--- config.mk ---
export PLATFORM = sky130hd
export DESIGN_NAME = cu_stat_ctrl
export DESIGN_NICKNAME = d
export VERILOG_FILES = /design/src/rtl/cu_stat_ctrl.sv
export SDC_FILE = /design/constraint.sdc
export NUM_CORES = 1
export LEC_CHECK = 0
export CAP_MARGIN = 15
export CORE_UTILIZATION = 30
export DETAILED_ROUTE_END_ITERATION = 6
export PLACE_DENSITY = 0.48
export SETUP_SLACK_MARGIN = 0.02
export SLEW_MARGIN = 10
export SYNTH_ARGS = -nofsm -noshare
export SYNTH_HDL_FRONTEND = slang
export SYNTH_SLANG_ARGS = --single-unit
--- constraint.sdc ---
create_clock -name clk -period 3.4 [get_ports clk]
set_clock_uncertainty 0.05 [all_clocks]
set_input_delay 0.34 -clock clk [delete_from_list [all_inputs] [get_ports clk]]
set_output_delay 0.34 -clock clk [all_outputs]
set_load 0.1 [all_outputs]
--- src/rtl/cu_stat_ctrl.sv ---
module cu_stat_ctrl #(
  parameter int ADDR_W      = 32,
  parameter int CNT_W       = 32,
  parameter int STATS_BYTES = 64
) (
  input  logic              clk,
  input  logic              rst_n,
  input  logic              cmd_valid,
  input  logic [7:0]        cmd,
  input  logic [ADDR_W-1:0] ptr,
  input  logic              ev_tx_ok,
  input  logic              ev_rx_ok,
  input  logic              ev_rx_nobuf,
  input  logic              ev_rx_runt,
  input  logic              wr_ack,
  output logic              wr_req,
  output logic [ADDR_W-1:0] wr_addr,
  output logic [31:0]       wr_data,
  output logic              cu_active,
  output logic              ru_ready,
  output logic [ADDR_W-1:0] cu_base,
  output logic [ADDR_W-1:0] cu_offset,
  output logic [ADDR_W-1:0] ru_base,
  output logic [ADDR_W-1:0] ru_offset,
  output logic [ADDR_W-1:0] stats_addr,
  output logic              busy,
  output logic              cmd_err
);

  localparam logic [3:0] CU_NOP      = 4'h0;
  localparam logic [3:0] CU_START    = 4'h1;
  localparam logic [3:0] CU_LD_STAT  = 4'h4;
  localparam logic [3:0] CU_DUMP     = 4'h5;
  localparam logic [3:0] CU_LD_BASE  = 4'h6;
  localparam logic [3:0] CU_DUMP_CLR = 4'h7;
  localparam logic [3:0] RU_NOP      = 4'h0;
  localparam logic [3:0] RU_START    = 4'h1;
  localparam logic [3:0] RU_LD_BASE  = 4'h6;

  localparam logic [31:0] DONE_PLAIN = 32'h0000_A005;
  localparam logic [31:0] DONE_CLEAR = 32'h0000_A007;

  localparam logic [ADDR_W-1:0] OFF_TX   = ADDR_W'(0);
  localparam logic [ADDR_W-1:0] OFF_RX   = ADDR_W'(36);
  localparam logic [ADDR_W-1:0] OFF_BUF  = ADDR_W'(48);
  localparam logic [ADDR_W-1:0] OFF_RUNT = ADDR_W'(60);
  localparam logic [ADDR_W-1:0] OFF_DONE = ADDR_W'(STATS_BYTES);
  localparam int NCNT = 4;

  typedef enum logic [2:0] {S_IDLE, S_TX, S_RX, S_BUF, S_RUNT, S_DONE} step_t;

  step_t step;
  logic  done_clr;

  logic [3:0] cu_op, ru_op;
  logic       cu_known, ru_known;
  logic       take, exec, bad, dump_go, clr_go, beat;
  logic [NCNT-1:0] ev;
  logic [CNT_W-1:0] cnt  [NCNT];
  logic [CNT_W-1:0] snap [NCNT];
  logic [ADDR_W-1:0] off;

  assign cu_op = cmd[7:4];
  assign ru_op = cmd[3:0];
  assign ev    = {ev_rx_runt, ev_rx_nobuf, ev_rx_ok, ev_tx_ok};

  always_comb begin
    case (cu_op)
      CU_NOP, CU_START, CU_LD_STAT, CU_DUMP, CU_LD_BASE, CU_DUMP_CLR: cu_known = 1'b1;
      default: cu_known = 1'b0;
    endcase
    case (ru_op)
      RU_NOP, RU_START, RU_LD_BASE: ru_known = 1'b1;
      default: ru_known = 1'b0;
    endcase
  end

  assign take    = cmd_valid & ~busy;
  assign exec    = take & cu_known & ru_known;
  assign bad     = take & ~(cu_known & ru_known);
  assign dump_go = exec & ((cu_op == CU_DUMP) | (cu_op == CU_DUMP_CLR));
  assign clr_go  = exec & (cu_op == CU_DUMP_CLR);
  assign beat    = wr_req & wr_ack;

  always_ff @(posedge clk or negedge rst_n) begin
    if (!rst_n) begin
      cu_active  <= 1'b0;
      ru_ready   <= 1'b0;
      cu_base    <= '0;
      cu_offset  <= '0;
      ru_base    <= '0;
      ru_offset  <= '0;
      stats_addr <= '0;
      cmd_err    <= 1'b0;
    end else begin
      if (bad) cmd_err <= 1'b1;
      if (exec) begin
        case (cu_op)
          CU_START: begin
            cu_active <= 1'b1;
            cu_offset <= ptr;
          end
          CU_LD_STAT: stats_addr <= ptr;
          CU_LD_BASE: cu_base    <= ptr;
          default: ;
        endcase
        case (ru_op)
          RU_START: begin
            ru_ready  <= 1'b1;
            ru_offset <= ptr;
          end
          RU_LD_BASE: ru_base <= ptr;
          default: ;
        endcase
      end
    end
  end

  for (genvar g = 0; g < NCNT; g++) begin : g_cnt
    always_ff @(posedge clk or negedge rst_n) begin
      if (!rst_n) begin
        cnt[g]  <= '0;
        snap[g] <= '0;
      end else begin
        cnt[g] <= (clr_go ? '0 : cnt[g]) + CNT_W'(ev[g]);
        if (dump_go) snap[g] <= cnt[g];
      end
    end
  end

  always_ff @(posedge clk or negedge rst_n) begin
    if (!rst_n) begin
      step     <= S_IDLE;
      done_clr <= 1'b0;
    end else if (dump_go) begin
      step     <= S_TX;
      done_clr <= clr_go;
    end else if (beat) begin
      case (step)
        S_TX:    step <= S_RX;
        S_RX:    step <= S_BUF;
        S_BUF:   step <= S_RUNT;
        S_RUNT:  step <= S_DONE;
        default: step <= S_IDLE;
      endcase
    end
  end

  always_comb begin
    off     = OFF_TX;
    wr_data = '0;
    case (step)
      S_TX:    begin off = OFF_TX;   wr_data = 32'(snap[0]); end
      S_RX:    begin off = OFF_RX;   wr_data = 32'(snap[1]); end
      S_BUF:   begin off = OFF_BUF;  wr_data = 32'(snap[2]); end
      S_RUNT:  begin off = OFF_RUNT; wr_data = 32'(snap[3]); end
      S_DONE:  begin off = OFF_DONE; wr_data = done_clr ? DONE_CLEAR : DONE_PLAIN; end
      default: ;
    endcase
  end

  assign wr_addr = stats_addr + off;
  assign wr_req  = (step != S_IDLE);
  assign busy    = wr_req;

endmodule

* Word level (Yosys, flattened, before mapping) *
Cells that the tools add are included.

storage, ports and cells
  register bits after elaboration = 423
  input bits = 48
  output and inout bits = 229

cells by class
  add/subtract/negate cells = 5
  equality and inequality tests = 12
  multiplexer cells = 12
  bitwise operators = 11
  reductions and logical operators = 11

operator list
  cell                  count
  $pmux W32 S5          1
  $add A32 B1 Y32       4
  $mux W32              4
  $add A32 B32 Y32      1
  $pmux W7 S4           1
  $eq A4 B3 Y1 const B  5
  $pmux W3 S4           1
  $reduce_and A2 Y1     5
  $and A1 B1 Y1         8
  $eq A4 B1 Y1 const B  2
  $logic_not A4 Y1      2
  $eq A3 B2 Y1 const B  2
  $eq A3 B3 Y1 const B  2
  $mux W3               2
  $reduce_or A6 Y1      1
  $eq A3 B1 Y1 const B  1
  $reduce_bool A3 Y1    1
  $reduce_or A3 Y1      1
  $mux W1               2
  $mux W2               1
  $not A1 Y1            2
  $reduce_bool A2 Y1    1
  $or A1 B1 Y1          1

* Logic depth before layout (Yosys ltp) *
  depth in word-level cells = 8
  depth in mapped cells = 14
  depth with buffers taken out = 11

* Least setup slack after synthesis *
No wires, ideal clock.

  path kind = flip-flop to output port
  from = register step[2]
  to = output wr_addr[8]
  arrival = 4548 ps
  slack = -1538 ps
  stages on the path, launching flop included = 15
  cells stage by stage = dfrtp_1 -> clkbuf_1 -> inv_1 -> nor3_1 -> clkbuf_1 -> nor2_1 -> nor2_1 -> ha_1 -> inv_1 -> fa_1 -> nor2b_1 -> o31a_1 -> clkbuf_1 -> o21ai_0 -> xnor2_1

on the way
  longest elaborated chain between the ends = 3
  elaborated cells between the ends (all ways) = 6
  classes of those cells = add/sub: 1; eq/ne: 4; mux: 1

RTL lines
  what                                          line  RTL
  start, declared                               52    step_t step;
  start signal, assigned                        133   step <= S_IDLE;
  start signal, assigned                        136   step <= S_TX;
  start signal, assigned                        140   S_TX: step <= S_RX;
  $eq A3 B3 Y1 or $eq A3 B2 Y1 (tied branches)  152   case (step)
  $pmux W7 S4 *                                 152
  $add A32 B32 Y32 *                            162   assign wr_addr = stats_addr + off;
  end, declared                                 17    output logic [ADDR_W-1:0] wr_addr,

Mark *: on every way between the ends. The rest lies on a longest branch, timed or not.

* Worst setup path after layout *
  from = register step[1]
  to = output wr_addr[26]

The elaborated chain is that of the path after synthesis.

==> impl_results.md <==
- Largest net degree at the start of global routing: 95
- Total Routed Length: roughly 60000 um
- FF+latch count, synth: 423
- Die Area: 65260 sq um
- First-pass GRT wire length: 92660 um
- Nets@finish: 2019
- Post-synthesis adder-cell area fraction: 0.01013
- Area leader, netlist: dfrtp_1
- P per Cell Area: slightly above 600 nW/um^2
- Combinational family with the most area after synthesis: multiplexers
- Starting Density: 0.3044
- MaxCap Viol Count: 0
- Sink Count: 423
- Syn Nets: roughly 1700
- Post-synth EDFFs: 0
- Final worst setup slack: -0.2642 ns
- Total global routing overflow: 0
- Final-report setup violation count: 26
- Synth top area share: 0.5492
- I/O pin cnt: 277
- Max-slew headroom: 0.2236
- Most frequent cells in the layout: dfrtp_1 (420), mux2_2 (189), clkdlybuf4s50_1 (183)
- Final period util: 1.078
- Wire per inst: between 20 and 25 um
- Routability cong.: 0.7818
- Least-Margin Pin Slew: ~1.2 ns
- CORE AREA: 63310 sq um
- CTS Buf Count: 50
- Max Fclk: about 0.27 GHz
- IO buf count: between 200 and 300
- Critical Path RT: between 3 and 4 ns
- YS warnings: 0
- Worst setup EP type: output port
- Multiplexer share of the synthesized area: 0.1772
- Via count: 14250
- H-tree level count: 2
- Layout area overhead: 38.69%
- Ant. Diodes: 0
- Global Route Usage Sum: 0.1834
- Asr flop ratio synth: 1.000
- Avg Synthesized Cell Area: about 12 sq um
- Min-Delay Path Class: in2async
- Layout cell share with drive strength beyond 1: 0.2864
- Outcome: finished, violations left
- Filler cells: ~5900
- Post-synthesis simple-gate area fraction: 0.1171
- Clock buffer depth: 3
- Worst VDD drop: 343.3 uV
- Arr. time, crit path: between 3 and 4 ns
- Setup CP Type: reg2out
- Drt first pass iters: 4
- Synth Cell Area: a little under 20000 sq um
- XOR/XNOR Fraction of Synth Area: 0.03272
- Worst Setup Start Kind: flip-flop
- Yosys cell types: 55
- Initial antenna violation count: 2
- Root Buffer: clkbuf_16
- P_leak: 0.01189 uW
- Ys flop type: dfrtp_1
- Vias in the first global route: roughly 14000
- Worst-path clk slew: roughly 0.060 ns
- Unrepaired setup endpoints after global routing: true
- # rows: between 90 and 100
- Total Power: around 16000 uW
- Failing checks: negative setup slack
- Seq/Total Area, Yosys: 0.5492
- Synth top area cells: dfrtp_1 (55%), mux2_2 (11%), mux2_1 (5.9%)
- Die Span Y: roughly 260 um
- CTS tree: yes
- Post-synthesis compound-gate area fraction: 0.08323
- CP max FO: 6
- Worst-skew pair later-pin latency: 0.59 ns
- HPWL Detailed: between 40000 and 50000 um
- Post-route DRC: 0
- Fin. Hold Viols: 0
- Routed Antenna Nets: 0
- Commonest non-fill, non-tap cell in the layout: dfrtp_1
- Iter 0 DRT Violations: 800
- Routed vias/inst: between 5 and 6
- Pins over their slew limit: 0
- Final period demand of the worst path: roughly 3.7 ns
- Pre-CTS setup slack: about 0.0016 ns
- Post-Synthesis Cells: ~1600
- Die Width: between 200 and 300 um
registers in the layout (all words and copies together), names as in the netlist:
name	flops
snap	128
done_clr	1
cu_offset	32
cu_active	1
ru_ready	1
ru_base	32
stats_addr	32
cnt	128
cu_base	32
cmd_err	1
step	3
ru_offset	32
metrics by stage:
stage	hold WS (ns)	setup TNS (ns)	area (sq um)	utilization	std cells
after global placement	0.3873	0	24570	0.3881	2713
after CTS	0.3541	-5.363	26480	0.4182	2821
after detailed placement	0.3967	0	24570	0.3881	2713
after floorplan	-0.005591	-1.139	19850	-	1593
after global routing	0.3946	-8.211	26730	0.4222	2840
final	0.3441	-4.038	26730	0.4222	2840
report_power, final:
part / leakage, uW / internal, uW / switching [uW] / total, uW
logic: 0.00531 / 1680 / 3430 / 5110
clock network: 0.000772 / 2970 / 2180 / 5150
registers: 0.00580 / 5460 / 465 / 5930
timing repair:
item | CTS | global route
resized for setup | 45 | 28
gates cloned | 2 | 1
hold endpoints to repair | 85 | 0
pin swaps | 24 | 28
endpoints found under the setup margin | 27 | 58
setup buffers | 15 | 23
hold buffers | 1 | 0
worst max-delay path, stage by stage, from the launching register on:
cell      delay [ns]
dfrtp_2         0.42
nor2b_4         0.17
nor2b_4         0.16
nor2_2          0.04
nor2_2          0.10
ha_2            0.19
inv_2           0.05
fa_2            0.39
nor2b_4         0.13
o31a_1          0.23
buf_6           0.16
o211ai_1        0.20
xnor2_4         0.23
buf_12          0.20
area by class of cell:
| type | instances | area (sq um) | share of cell area |
|---|---|---|---|
| Sequential cell | 423 | 10590 | 0.3962 |
| Multi-Input combinational cell | 1049 | 8891 | 0.3326 |
| Timing Repair Buffer | 402 | 4503 | 0.1685 |
| Clock buffer | 74 | 1461 | 0.05468 |
| Tap cell | 846 | 1059 | 0.03960 |
| Inverter | 30 | 115.1 | 0.004307 |
| Clock inverter | 16 | 110.1 | 0.004119 |
final timing paths:
path	start	to	slack, ns	cells after the start
max	step[1]	wr_addr[26]	-0.26	13
min	rst_n	cu_base[13]	0.34	2
max reg2reg	step[0]	cnt[124]	0.08	14
min reg2reg	ru_ready	ru_ready	0.41	1
max in group asynchronous	rst_n	snap[21]	2.00	3
min in group clk	ru_ready	ru_ready	0.41	1
kinds of logic after synthesis:
family          count (synthesis)
buf+inv                       121
compound gates                250
fa+ha+maj                      15
simple gates                  407
mux                           305
xor+xnor                       72
flops                         423
cell usage after synthesis, types with 37 or more instances:
library cell / number
o31ai_1: 37
mux2_2: 189
nand2_1: 68
nand3_1: 49
clkbuf_1: 50
xnor2_1: 58
nand4_1: 38
a21oi_1: 96
mux2_1: 101
dfrtp_1: 423
a22oi_1: 55
nor2_1: 68
or4_1: 43
per-layer routing:
metal / wire length (um) / vias up / track usage
met3: 3605 / 84 / 0.04474
li1: - / 6577 / -
met2: 27000 / 378 / 0.2813
met1: 27630 / 7203 / 0.2534
met5: 24 / - / 0
met4: 1627 / 4 / 0.05921
Note: power is estimated with default switching activity, not from simulation.
